## config.mk

```make
export PLATFORM = sky130hd
export DESIGN_NAME = rx_frame_queue
export DESIGN_NICKNAME = d
export VERILOG_FILES = /design/src/rtl/rfq_pkg.sv /design/src/rtl/rfq_ring.sv /design/src/rtl/rfq_stage.sv /design/src/rtl/rfq_flags.sv /design/src/rtl/rx_frame_queue.sv
export SDC_FILE = /design/constraint.sdc
export NUM_CORES = 1
export LEC_CHECK = 0
export BUFFER_PORTS_ARGS = -buffer_cell sky130_fd_sc_hd__clkbuf_2
export CORE_MARGIN = 5
export CORE_UTILIZATION = 25
export DETAILED_ROUTE_END_ITERATION = 8
export PLACE_DENSITY = 0.41
export SKIP_LAST_GASP = 1
export SYNTH_ARGS = -nofsm -noshare
export SYNTH_HDL_FRONTEND = slang
export SYNTH_SLANG_ARGS = --single-unit
```

## constraint.sdc

```tcl
create_clock -name clk -period 2.31 [get_ports clk]
set_clock_uncertainty 0.1 [all_clocks]
set_input_delay 0.1155 -clock clk [delete_from_list [all_inputs] [get_ports clk]]
set_output_delay 0.1155 -clock clk [all_outputs]
set_load 0.03 [all_outputs]
```

## src/rtl/rfq_pkg.sv

```systemverilog
package rfq_pkg;

   typedef enum logic {
      POL_DISCARD = 1'b0,
      POL_REPLACE = 1'b1
   } ovf_pol_e;

   function automatic int unsigned lvl_width(input int unsigned depth);
      return $clog2(depth + 1);
   endfunction

endpackage

```

## src/rtl/rfq_ring.sv

```systemverilog
module rfq_ring #(
   parameter int DATA_W = 16,
   parameter int DEPTH  = 4
) (
   input  logic                            clk,
   input  logic                            rst_n,
   input  logic                            wr_en,
   input  logic [DATA_W-1:0]               wr_data,
   input  logic                            rd_en,
   output logic [DATA_W-1:0]               rd_data,
   output logic [$clog2(DEPTH+1)-1:0]      level,
   output logic                            full,
   output logic                            empty
);
   localparam int  PTR_W = (DEPTH > 1) ? $clog2(DEPTH) : 1;
   localparam int  CNT_W = $clog2(DEPTH + 1);
   localparam bit  POW2  = ((DEPTH & (DEPTH - 1)) == 0);

   logic [DATA_W-1:0] mem [DEPTH];
   logic [PTR_W-1:0]  wr_ptr, rd_ptr, wr_ptr_inc, rd_ptr_inc;
   logic [CNT_W-1:0]  level_q;

   generate
      if (POW2) begin : g_pow2_wrap
         assign wr_ptr_inc = wr_ptr + 1'b1;
         assign rd_ptr_inc = rd_ptr + 1'b1;
      end else begin : g_cmp_wrap
         assign wr_ptr_inc = (wr_ptr == PTR_W'(DEPTH - 1)) ? '0 : wr_ptr + 1'b1;
         assign rd_ptr_inc = (rd_ptr == PTR_W'(DEPTH - 1)) ? '0 : rd_ptr + 1'b1;
      end
   endgenerate

   always_ff @(posedge clk) begin
      if (wr_en) begin
         mem[wr_ptr] <= wr_data;
      end
   end

   always_ff @(posedge clk) begin
      if (!rst_n) begin
         wr_ptr  <= '0;
         rd_ptr  <= '0;
         level_q <= '0;
      end else begin
         if (wr_en) begin
            wr_ptr <= wr_ptr_inc;
         end
         if (rd_en) begin
            rd_ptr <= rd_ptr_inc;
         end
         case ({wr_en, rd_en})
            2'b10:   level_q <= level_q + CNT_W'(1);
            2'b01:   level_q <= level_q - CNT_W'(1);
            default: level_q <= level_q;
         endcase
      end
   end

   assign rd_data = mem[rd_ptr];
   assign level   = level_q;
   assign full    = (level_q == CNT_W'(DEPTH));
   assign empty   = (level_q == '0);

endmodule

```

## src/rtl/rfq_stage.sv

```systemverilog
module rfq_stage #(
   parameter int DATA_W = 16
) (
   input  logic                   clk,
   input  logic                   rst_n,
   input  logic                   frm_done,
   input  logic [DATA_W-1:0]      frm_data,
   input  logic                   ring_full,
   input  logic                   pop_ok,
   input  rfq_pkg::ovf_pol_e      policy,
   output logic                   push,
   output logic [DATA_W-1:0]      push_data,
   output logic                   ovf_evt,
   output logic                   hold_valid
);
   logic              hold_v_q, hold_v_d;
   logic [DATA_W-1:0] hold_q, hold_d;

   always_comb begin
      push      = 1'b0;
      push_data = frm_data;
      ovf_evt   = 1'b0;
      hold_v_d  = hold_v_q;
      hold_d    = hold_q;
      if (hold_v_q) begin
         if (pop_ok) begin
            push      = 1'b1;
            push_data = hold_q;
            if (frm_done) begin
               hold_d = frm_data;
            end else begin
               hold_v_d = 1'b0;
            end
         end else if (frm_done) begin
            ovf_evt = 1'b1;
            if (policy == rfq_pkg::POL_REPLACE) begin
               hold_d = frm_data;
            end
         end
      end else if (frm_done) begin
         if (!ring_full || pop_ok) begin
            push = 1'b1;
         end else begin
            hold_v_d = 1'b1;
            hold_d   = frm_data;
         end
      end
   end

   always_ff @(posedge clk) begin
      if (!rst_n) begin
         hold_v_q <= 1'b0;
         hold_q   <= '0;
      end else begin
         hold_v_q <= hold_v_d;
         hold_q   <= hold_d;
      end
   end

   assign hold_valid = hold_v_q;

endmodule

```

## src/rtl/rfq_flags.sv

```systemverilog
module rfq_flags #(
   parameter int DEPTH = 4
) (
   input  logic                          clk,
   input  logic                          rst_n,
   input  logic [$clog2(DEPTH+1)-1:0]    level,
   input  logic                          push,
   input  logic                          pop_ok,
   input  logic                          ovf_evt,
   input  logic                          ovf_clr,
   input  logic                          dma_done,
   input  logic                          drain_clr,
   output logic                          ovf_flag,
   output logic                          drain_flag
);
   localparam int CNT_W = $clog2(DEPTH + 1);

   logic ovf_q, ovf_d, drain_q, drain_d, nonempty_nxt;

   always_comb begin
      nonempty_nxt = push || (level > CNT_W'(1)) || ((level == CNT_W'(1)) && !pop_ok);
      drain_d = drain_q;
      if (nonempty_nxt) begin
         drain_d = 1'b1;
      end else if (dma_done || drain_clr) begin
         drain_d = 1'b0;
      end
      ovf_d = ovf_q;
      if (ovf_evt) begin
         ovf_d = 1'b1;
      end else if (ovf_clr) begin
         ovf_d = 1'b0;
      end
   end

   always_ff @(posedge clk) begin
      if (!rst_n) begin
         ovf_q   <= 1'b0;
         drain_q <= 1'b0;
      end else begin
         ovf_q   <= ovf_d;
         drain_q <= drain_d;
      end
   end

   assign ovf_flag   = ovf_q;
   assign drain_flag = drain_q;

endmodule

```

## src/rtl/rx_frame_queue.sv

```systemverilog
module rx_frame_queue #(
   parameter int DATA_W = 16,
   parameter int DEPTH  = 4,
   localparam int CNT_W = $clog2(DEPTH + 1)
) (
   input  logic              clk,
   input  logic              rst_n,
   input  logic              frm_done,
   input  logic [DATA_W-1:0] frm_data,
   input  logic              pop_req,
   output logic [DATA_W-1:0] pop_data,
   input  logic              dma_rd_done,
   input  logic              ovwr_mode,
   input  logic              ovf_clr_w1,
   input  logic              drain_clr_w1,
   output logic [CNT_W-1:0]  fill_level,
   output logic              ovf_flag,
   output logic              drain_flag
);
   generate
      if (DEPTH < 2) begin : g_bad_depth
         $error("rx_frame_queue: DEPTH must be at least 2");
      end
      if (DATA_W < 1) begin : g_bad_width
         $error("rx_frame_queue: DATA_W must be at least 1");
      end
      if (CNT_W != rfq_pkg::lvl_width(DEPTH)) begin : g_bad_cnt
         $error("rx_frame_queue: level width mismatch");
      end
   endgenerate

   logic              ring_full, ring_empty, pop_ok;
   logic              push;
   logic [DATA_W-1:0] push_data;
   logic              ovf_evt;
   logic              hold_valid;
   logic [CNT_W-1:0]  level;

   assign pop_ok = pop_req && !ring_empty;

   rfq_ring #(
      .DATA_W (DATA_W),
      .DEPTH  (DEPTH)
   ) ring_i (
      .clk     (clk),
      .rst_n   (rst_n),
      .wr_en   (push),
      .wr_data (push_data),
      .rd_en   (pop_ok),
      .rd_data (pop_data),
      .level   (level),
      .full    (ring_full),
      .empty   (ring_empty)
   );

   rfq_stage #(
      .DATA_W (DATA_W)
   ) stage_i (
      .clk        (clk),
      .rst_n      (rst_n),
      .frm_done   (frm_done),
      .frm_data   (frm_data),
      .ring_full  (ring_full),
      .pop_ok     (pop_ok),
      .policy     (rfq_pkg::ovf_pol_e'(ovwr_mode)),
      .push       (push),
      .push_data  (push_data),
      .ovf_evt    (ovf_evt),
      .hold_valid (hold_valid)
   );

   rfq_flags #(
      .DEPTH (DEPTH)
   ) flags_i (
      .clk        (clk),
      .rst_n      (rst_n),
      .level      (level),
      .push       (push),
      .pop_ok     (pop_ok),
      .ovf_evt    (ovf_evt),
      .ovf_clr    (ovf_clr_w1),
      .dma_done   (dma_rd_done),
      .drain_clr  (drain_clr_w1),
      .ovf_flag   (ovf_flag),
      .drain_flag (drain_flag)
   );

   assign fill_level = level;

endmodule

```

==> results.toml <==
[worst_setup_path]
required_ns = 2.47
path_class = "flip-flop to flip-flop"
crit_slowest_cell = "dfxtp_1"
worst-path-max-fanout = 7
crit_path_cell_trace = "and2b_2 > o21a_1 > nor2_1 > inv_1 > ha_1 > or3_1 > a21oi_1"
critPathArrivalTime_ns = 2.30
crit_path_end_kind = "flip-flop"
slowest_delay_ns = 0.42
start_kind = "flip-flop"

[clock_tree]
cts-root-buf = "clkbuf_16"
cts.sinks = 92
cts_buffer_depth = 2
cts_tree = "yes"
cts-buffers-inserted = 9
clkLatencyLatePin_ns = 0.33
cts_setup_buffers = 0
clkTransAtPathRegs_ns = 0.06
h-tree-depth = 3

[grt]
grt_pass1_vias = 2376
grt_pass1_wl_um = 12760
antenna_found_initial = 0
grt_remaining_overflow = 0
track_usage_pct = 9.375
grt_max_degree = 35

[cells_and_area]
postLayoutCoreUtil_pct = 31.84
regArea_um2 = 2484
antenna_cells = 0
nets = 360
fill_cells = 1493
syn_to_final_growth_pct = 25.17
drive_above_1_share_pct = 33.43
multi_input_area_um2 = 1266

[route]
drc = 0
drt_iter0_markers = 134
dr_total_vias = 2226
routed_wl_um = 8091
first_pass_iters = 6
viasPerCell = 4.281
avgRoutedWirePerCell_um = 15.56
ant_nets = 0

[flow_run]
cap_violations = 0

[timing]
tightest_slew_ns = 0.3817
clock.fmax_ghz = 0.4677
tns_ns = 0
setup_violations = 0
final-hold-violation-count = 0
min_period_over_period_pct = 92.57
period_minus_slack_ns = 2.138
slew_headroom_pct = 74.56
slew_viol_final = 0
rsz0062_at_grt = "false"
holdWs_ns = 0.07069

[logic_synthesis]
synth-seq-area-share_pct = 64.19
syn_inst = 253
ys_top_cells_by_area = "edfxtp_1, dfxtp_1, mux4_2"
synth_common_cells = "edfxtp_1, nand2_1, dfxtp_1"
syn_avg_cell_area_um2 = 15.29
synth-edff-count = 64
synth.most_common_cell = "edfxtp_1"
async_flop_share_pct = 0
yosys.area.top_type = "edfxtp_1"
yosys_warnings = 0
syn_area_um2 = 3867
synth_ff_type = "edfxtp_1"
yosysTopAreaCellShare_pct = 49.69
ys_ff_latch = 92
synth_fp_nets = 286
synth_cell_types = 40

[floorplan]
die_w_um = 134.4
fp-row-count = 45
die_area_um2 = 18060
ios = 45
core_area_um2 = 15200
start_util_pct = 25.44
die_h_um = 134.4

[placement]
hpwl_um = 5373
gp_congestion = 0.7143
port_buffers = 44

[power_and_ir_drop]
power_density_nw_per_um2 = 956.0
vdd_drop_max_mv = 0.4102
p_leak_nw = 1.742

[status]
status = "complete, no violations"

[worst_hold_path]
hold_path.class = "primary input to flip-flop"
-- path summary, 6_finish.rpt --
check,from,end,slack (ns),cells past startpoint
worst max register to register,ring_i.level[2],ring_i.level[2],0.17,7
worst max-delay path,ring_i.level[2],ring_i.level[2],0.17,7
worst min-delay path,rst_n,ring_i.wr_ptr[0],0.07,3
worst min register to register,stage_i.hold_q[11],stage_i.hold_q[11],0.35,2
-- worst max-delay path, delay by kind of cell, from the launching register on --
kind                       cells  cell delay, ns
DFF                            1            0.42
AOI/OAI and AO/OA              2            0.35
buffers and inverters          1            0.06
and+or+nand+nor                3            0.79
adders and majority gates      1            0.35
-- metal layers --
layer	vias to the layer above	share of wire [%]	wire, µm	GRT usage, %
li1	1089	-	-	-
met5	-	0	0	0
met1	1075	47	3825	11.87
met4	0	1.5	124	3.281
met3	9	4.1	335	2.776
met2	53	47	3806	15.31
-- report_power, final --
group          total [mW]  switching [mW]  leakage, nW  internal [mW]
logic                1.27           0.762        0.791          0.504
clock network        1.38           0.583        0.135          0.796
registers            1.98          0.0620        0.815           1.92
total                4.63            1.41         1.74           3.22
-- metrics by stage --
stage | total power [mW] | instance area (µm²) | setup slack (ns) | instances
after floorplan | 2.925 | 3867 | 0.09783 | 253
after global placement | 3.295 | 4374 | 0.1814 | 486
after detailed placement | 3.292 | 4374 | 0.1031 | 486
after CTS | 4.717 | 4837 | 0.08212 | 520
after global routing | 4.880 | 4841 | 0.04637 | 520
final | 4.628 | 4841 | 0.1717 | 520
-- final cells by class --
| class | instances | area share, % |
|---|---|---|
| flip-flops and latches | 92 | 51.31 |
| multi-input cells | 140 | 26.16 |
| repair buffers | 76 | 11.22 |
| clock buffers | 13 | 5.402 |
| well taps | 188 | 4.859 |
| inverters | 8 | 0.6203 |
| clock inverters | 3 | 0.4394 |
-- cell families (layout without fill, tap and decap cells) --
group,after synthesis,after routing,share of synthesized area [%]
flops,92,92,64.19
simple gates,56,56,6.601
mux,51,51,18.93
buf+inv,21,100,3.235
compound gates,20,20,3.235
fa+ha+maj,9,9,2.912
xor+xnor,4,4,0.9060
-- registers in the layout (all words and copies together), names as in the netlist, named ones only --
name                cells
ring_i.level            3
flags_i.ovf_flag        1
ring_i.mem             64
stage_i.hold_q         16
ring_i.wr_ptr           2
stage_i.hold_valid      1
flags_i.drain_flag      1
ring_i.rd_ptr           2
-- cell usage in the layout, fill, tap and decap left out, types with 2 or more instances in the layout --
master         Yosys  layout
a21oi_1            6       6
and3_1             5       5
buf_12             1       3
buf_4              1      11
clkbuf_1           5       3
clkbuf_16          0      10
clkbuf_2           0      44
dfxtp_1           28      27
dlygate4sd3_1      0      18
edfxtp_1          64      64
ha_1               9       8
inv_1              7       7
mux2_2            17      17
mux2i_1           18      18
mux4_2            16      16
nand2_1           32      32
nand3_1            2       2
nor2_1             7       7
o21ai_0            5       5
xor2_1             3       3
-- timing repair --
action                                  in CTS  in global routing
hold buffers                                18                  0
endpoints found under the setup margin       0                  1
hold endpoints to repair                    17                  0
resized for setup                            0                  2
Note: power is estimated with default switching activity, not from simulation.
